===== src/rtl/booth_pkg.sv =====
package booth_pkg;
    typedef enum logic [1:0] {
        ST_IDLE = 2'd0,
        ST_RUN  = 2'd1,
        ST_DONE = 2'd2
    } booth_state_t;

    typedef enum logic [1:0] {
        OP_NONE = 2'd0,
        OP_ADD  = 2'd1,
        OP_SUB  = 2'd2
    } booth_op_t;
endpackage


===== src/rtl/booth_recode.sv =====
module booth_recode
    import booth_pkg::*;
(
    input  logic      cur_bit,
    input  logic      prev_bit,
    output booth_op_t op
);
    // Pair (current, previous): 01 adds, 10 subtracts, 00/11 idle
    always_comb begin
        unique case ({cur_bit, prev_bit})
            2'b01:   op = OP_ADD;
            2'b10:   op = OP_SUB;
            default: op = OP_NONE;
        endcase
    end
endmodule


===== src/rtl/booth_addsub.sv =====
module booth_addsub
    import booth_pkg::*;
#(
    parameter int W = 9
) (
    input  logic [W-1:0] acc,
    input  logic [W-1:0] addend,
    input  booth_op_t    op,
    output logic [W-1:0] result
);
    always_comb begin
        unique case (op)
            OP_ADD:  result = acc + addend;
            OP_SUB:  result = acc - addend;
            default: result = acc;
        endcase
    end
endmodule


===== src/rtl/booth_ctrl.sv =====
module booth_ctrl
    import booth_pkg::*;
#(
    parameter int N = 8
) (
    input  logic         clk,
    input  logic         rst_n,
    input  logic         start,
    output booth_state_t state,
    output logic         load,
    output logic         step,
    output logic         busy,
    output logic         done
);
    localparam int CW = (N > 1) ? $clog2(N) : 1;
    localparam logic [CW-1:0] LAST = CW'(N - 1);

    booth_state_t nxt;
    logic [CW-1:0] cnt;
    logic          last;

    assign last = (cnt == LAST);

    always_comb begin
        nxt = state;
        unique case (state)
            ST_IDLE: if (start) nxt = ST_RUN;
            ST_RUN:  if (last)  nxt = ST_DONE;
            ST_DONE: nxt = ST_IDLE;
            default: nxt = ST_IDLE;
        endcase
    end

    always_ff @(posedge clk or negedge rst_n) begin
        if (!rst_n) begin
            state <= ST_IDLE;
            cnt   <= '0;
        end else begin
            state <= nxt;
            if (state == ST_RUN) cnt <= cnt + 1'b1;
            else                 cnt <= '0;
        end
    end

    always_comb begin
        load = (state == ST_IDLE) && start;
        step = (state == ST_RUN);
        busy = (state == ST_RUN);
        done = (state == ST_DONE);
    end

    assert_done_single_R6: assert property (@(posedge clk) disable iff (!rst_n)
        done |=> !done);
    assert_done_after_run_R6: assert property (@(posedge clk) disable iff (!rst_n)
        done |-> $past(state) == ST_RUN);
    assert_start_ignored_R9: assert property (@(posedge clk) disable iff (!rst_n)
        (state == ST_RUN && !last) |=> (state == ST_RUN && cnt == $past(cnt) + 1'b1));
endmodule


===== src/rtl/booth_mult.sv =====
module booth_mult
    import booth_pkg::*;
#(
    parameter int N = 8
) (
    input  logic           clk,
    input  logic           rst_n,
    input  logic           start,
    input  logic [N-1:0]   mcand,
    input  logic [N-1:0]   mplier,
    output logic           busy,
    output logic           done,
    output logic [2*N-1:0] product
);
    localparam int AW = N + 1;

    booth_state_t   state;
    booth_op_t      op;
    logic           load, step;
    logic [AW-1:0]  acc, m_reg, sum;
    logic [N-1:0]   q_reg;
    logic           q_prev;

    booth_ctrl #(.N(N)) ctrl_i (
        .clk(clk), .rst_n(rst_n), .start(start), .state(state),
        .load(load), .step(step), .busy(busy), .done(done)
    );

    booth_recode recode_i (.cur_bit(q_reg[0]), .prev_bit(q_prev), .op(op));

    booth_addsub #(.W(AW)) addsub_i (
        .acc(acc), .addend(m_reg), .op(op), .result(sum)
    );

    always_ff @(posedge clk or negedge rst_n) begin
        if (!rst_n) begin
            acc    <= '0;
            m_reg  <= '0;
            q_reg  <= '0;
            q_prev <= 1'b0;
        end else if (load) begin
            acc    <= '0;
            m_reg  <= {mcand[N-1], mcand};
            q_reg  <= mplier;
            q_prev <= 1'b0;                       // implicit zero
        end else if (step) begin
            acc    <= {sum[AW-1], sum[AW-1:1]};   // arithmetic shift
            q_reg  <= {sum[0], q_reg[N-1:1]};
            q_prev <= q_reg[0];
        end
    end

    assign product = {acc[N-1:0], q_reg};

    assert_shift_sign_R8: assert property (@(posedge clk) disable iff (!rst_n)
        step |=> acc[AW-1] == acc[AW-2]);
    assert_idle_pair_R5: assert property (@(posedge clk) disable iff (!rst_n)
        (step && q_reg[0] == q_prev) |=> acc == {$past(acc[AW-1]), $past(acc[AW-1:1])});
    assert_operand_held_R9: assert property (@(posedge clk) disable iff (!rst_n)
        (state == ST_RUN) |=> $stable(m_reg));
    assert_first_pair_R3: assert property (@(posedge clk) disable iff (!rst_n)
        load |=> (!q_prev && acc == '0));
endmodule


===== config.mk =====
export PLATFORM = sky130hd
export DESIGN_NAME = booth_mult
export DESIGN_NICKNAME = d
export VERILOG_FILES = /design/src/rtl/booth_pkg.sv /design/src/rtl/booth_recode.sv /design/src/rtl/booth_addsub.sv /design/src/rtl/booth_ctrl.sv /design/src/rtl/booth_mult.sv
export SDC_FILE = /design/constraint.sdc
export NUM_CORES = 1
export LEC_CHECK = 0
export ABC_AREA = 0
export BUFFER_PORTS_ARGS = -buffer_cell sky130_fd_sc_hd__buf_2
export CORE_MARGIN = 2
export CORE_UTILIZATION = 51
export CTS_BUF_LIST = sky130_fd_sc_hd__clkbuf_4
export DETAILED_ROUTE_END_ITERATION = 7
export PLACE_DENSITY = 0.78
export SLEW_MARGIN = 20
export SYNTH_ARGS = -nofsm -noshare
export SYNTH_HDL_FRONTEND = slang
export SYNTH_SLANG_ARGS = --single-unit
export TNS_END_PERCENT = 1

===== constraint.sdc =====
create_clock -name clk -period 2.36 [get_ports clk]
set_input_delay 0.472 -clock clk [delete_from_list [all_inputs] [get_ports clk]]
set_output_delay 0.472 -clock clk [all_outputs]
set_load 0.1 [all_outputs]

Word-level counts from Yosys, hierarchy flattened
Cells that the tools add are included. Widths: inputs -> output; s select.

Flip-flop bits (word level): 31. Input port bits: 19. Output and inout port bits: 18. Logic and storage cells: 34.

Add/sub/neg operators: 3. Equality and inequality tests: 9. Mux-type cells: 12. Reductions and logical operators: 4.

Operators by type and width (number): $mux 9 (2); $pmux 9 s2 (1); $mux 8 (2); $add 9x9->9 (1); $sub 9x9->9 (1); $pmux 2 s2 (2); $eq 2x1->1 const B (3); $eq 2x2->1 const B (3); $mux 2 (2); $add 3x1->3 const B (1); $eq 3x3->1 const B (1); $mux 3 (1); $logic_not 2->1 (1); $mux 1 (2); $ne 2x1->1 const B (1); $ne 2x2->1 const B (1); $reduce_and 2->1 (1); $reduce_bool 2->1 (1); $logic_and 1x1->1 (1).

Logic depth before layout (Yosys ltp)
Depth in word-level cells: 6. Mapped depth: 12. Mapped depth without buffers: 12.

Modules after synthesis
A second synthesis with hierarchy kept.

Cells, all modules: 194. Area total of the unflattened synthesis: 1979.4 um^2.

By module, submodules not included: booth_mult (times used 1, cells each 81, area an instance 1072.3 um^2, seq. area each 625.6 um^2); booth_addsub (times used 1, cells each 93, area an instance 666.9 um^2, seq. area each 0.0 um^2); booth_ctrl (times used 1, cells each 18, area an instance 225.2 um^2, seq. area each 125.1 um^2); booth_recode (times used 1, cells each 2, area an instance 15.0 um^2, seq. area each 0.0 um^2).

Worst setup path before layout
Ideal clock, no wire load.

Kind: flip-flop to flip-flop. Start point: register acc[0]. End point: register acc[7]. Setup time: 0.094 ns. Arrival: 2.547 ns. Data required time: 2.266 ns. Setup slack: -0.281 ns. Stages on the path, launching flop included: 10. Buffers on the path: 0. Clock period less this slack: 2.641 ns. Cells stage by stage: dfrtp_1 -> inv_1 -> ha_1 -> fa_1 -> nand2b_1 -> a21oi_2 -> o21ai_0 -> xor2_1 -> nor3_2 -> mux2i_1.

Word-level cells in the longest chain between the ends: 4. Elaborated cells on any way between the ends: 5. Classes of those cells: add/sub: 2; mux: 3.

Ends and longest elaborated chain: start: declaration (line booth_mult.sv:20) `logic [AW-1:0] acc, m_reg, sum;`; start signal: assignment (line booth_mult.sv:47) `acc <= {sum[AW-1], sum[AW-1:1]};`; $sub 9x9->9 or $add 9x9->9 (tied branches) (line booth_addsub.sv:14, booth_addsub.sv:13); $pmux 9 s2 (*) (line booth_addsub.sv:12) `unique case (op)`; $mux 9 (*) (line booth_mult.sv:46) `end else if (step) begin`; $mux 9 (*) (line booth_mult.sv:41) `end else if (load) begin`.

Mark *: on every way between the ends. The rest lies on a longest branch, timed or not. The select of a mux whose other input is x is not followed. A chain may end at the register's enable or synchronous reset.

Worst setup path in the final report
Start point: register m_reg[1]. End point: register acc[5].

Word-level cells in the longest chain between the ends: 4. Elaborated cells on any way between the ends: 5. Classes of those cells: add/sub: 2; mux: 3.

Ends and longest elaborated chain: start: declaration (line booth_mult.sv:20); start signal: assignment (line booth_mult.sv:43) `m_reg <= {mcand[N-1], mcand};`; $sub 9x9->9 or $add 9x9->9 (tied branches) (line booth_addsub.sv:14, booth_addsub.sv:13); $pmux 9 s2 (*) (line booth_addsub.sv:12); $mux 9 (*) (line booth_mult.sv:46); $mux 9 (*) (line booth_mult.sv:41).

Marked as above.

==> reports/metrics.yaml <==
status: "finished, violations left"
violations: "negative setup slack"
yosys-top-cells-count: "30 x dfrtp_1, 19 x a21oi_1, 18 x nand2_1"
via_per_inst: 5.56
finalCritPeriodShare_pct: 104
clk_latency_ps: 350
stdcell_area_um2: 2410
wirelength_um: 4380
syn_inst: 196
r2r_cells: 10
die_w_um: 64.1
drc: 0
nNetsFinal: 281
worstSetupStartpointType: "flop"
synthArstFlopShare_pct: 100
fp-row-count: 21
cts_buffers: 5
drt_iter0_drc: 108
yosysMostFrequentCell: "dfrtp_1"
endpoint_kind: "flop"
clockBufferDepth: 2
synth-seq-cells: 30
drv_cap: 0
synthFlopType: "dfrtp_1"
path_max_fanout: 3
htreeDepth: 2
antenna_found_initial: 0
worst_slack_ps: -87.1
hold_viol: 0
ant_nets: 0
skew_ps: 9.14
worstMarginPinSlew_ps: 683
first_global_vias: 1495
grt_max_degree: 31
required_ps: 2650
synth_edf_count: 0
core_um2: 3390
fin_setup_tns_ps: -140
yosys-top-cells-area: "dfrtp_1 41%, ha_1 8.2%, a21oi_1 5.2%"
gp_congestion: 0.908
cts_root_buffer: "clkbuf_4"
synth_fp_nets: 228
drtPass1Iterations: 5
die_h_um: 64.1
diodes: 0
dp_hpwl_um: 2920
grt_pass1_wl_um: 7020
cts.sinks: 30
rsz0062_at_grt: "yes"
multiInputGateArea_um2: 1120
synth_top_area_cell: "dfrtp_1"
pin_count: 37
post_dp_cell_area_um2: 2160
seq_area_um2: 753
syn2layout_area_growth_pct: 31.0
slew_headroom_pct: 54.5
netlist_area_um2: 1840
synth_top_area_share_pct: 40.8
gr-total-overflow: 0
fillers: 256
period_needed_ps: 2450
routedWlPerCell_um: 14.8
crit_arrival_ps: 2740
syn_avg_cell_area_um2: 9.38
clk_pin_slew_ps: 100
io_buffers: 36
setup_violations: 3
hold_path.class: "input port to asynchronous set/reset pin"
ys_seq_area_share_pct: 40.8
final-max-slew-violation-count: 0
drive_gt1_share_pct: 38.4
vias: 1646
critPathKind: "flop to flop"
cts_hold_buf: 0
synth.distinct_cells: 40
grtUsageTotal_pct: 22.4
ys_warn_count: 0
max_freq_ghz: 0.409
initial_core_util_pct: 54.3
dieArea_um2: 4100
cts_tree: "yes"
cells by family after synthesis:
group | after synthesis | synth area share (%)
muxes | 8 | 4.76
AOI/OAI and AO/OA | 55 | 17.8
and+or+nand+nor | 63 | 18.8
DFF | 30 | 40.8
buffers and inverters | 19 | 4.69
xor gates and xnor gates | 8 | 3.81
adders and majority gates | 13 | 9.25
layer usage:
metal,GRT usage (%),routed length (um)
met1,30.4,1950
met2,35.0,2120
met3,5.28,196
met4,8.15,116
met5,0,0
final timing paths:
check                                             start                       to  slack (ps)
worst max-delay path               m_reg[1]$_DFFE_PN0P_       acc[5]$_DFFE_PN0P_         -90
worst min-delay path                              rst_n     q_reg[5]$_DFFE_PN0P_         150
worst max register to register     m_reg[1]$_DFFE_PN0P_       acc[5]$_DFFE_PN0P_         -90
worst min register to register  ctrl_i.cnt[0]$_DFF_PN0_  ctrl_i.cnt[0]$_DFF_PN0_         460
max in group asynchronous                         rst_n       acc[1]$_DFFE_PN0P_        1720
min in group clk                               mcand[4]     m_reg[4]$_DFFE_PN0P_         330
critical path: stages, from the launching register on:
cell and delay [ps]:
dfrtp_1 420, inv_2 90, ha_4 200, mux2_4 290, fa_2 410, nand2b_4 160, a21oi_4 160, o21a_1 150
nor2_1 50, or4_1 400, nand3_1 80
layout make-up:
class	instances	area share [%]
clock buffers	5	1.56
clock inverters	3	2.65
inverters	9	1.40
multi-input cells	147	46.4
flip-flops and latches	30	31.3
well taps	46	2.39
repair buffers	56	14.3
cells in the final DEF (no fill, tap or decap), types with 3 or more instances in the layout:
master / count
xnor2_1: 7
nand2_1: 18
inv_1: 5
a32oi_1: 3
o21ai_0: 14
buf_4: 20
dfrtp_1: 28
nor3_2: 3
clkbuf_4: 5
mux2_2: 5
a21oi_1: 18
ha_1: 8
o21ai_1: 3
nand2b_1: 4
inv_2: 3
buf_2: 35
and3b_1: 7
nor2b_1: 3
and2_1: 3
nor2_1: 11
what timing repair did:
action                                  4_1_cts  5_1_grt
buffers inserted                              1        3
pin swaps                                     1       12
endpoints found under the hold margin         0        0
endpoints found under the setup margin        4        5
resized for setup                             4       23
stage by stage:
stage | setup WS [ps] | cells | utilization [%] | hold slack, ps
floorplan | -83.0 | 196 | - | 176
global placement | -57.1 | 284 | 63.9 | 424
detailed placement | -122 | 284 | 63.9 | 446
CTS | -72.6 | 293 | 67.6 | 172
global route | -166 | 296 | 71.1 | 208
finish | -87.1 | 296 | 71.1 | 153
Power is not shown: default switching activity piles up to over one toggle a cycle in this logic, so the estimate is an artifact.
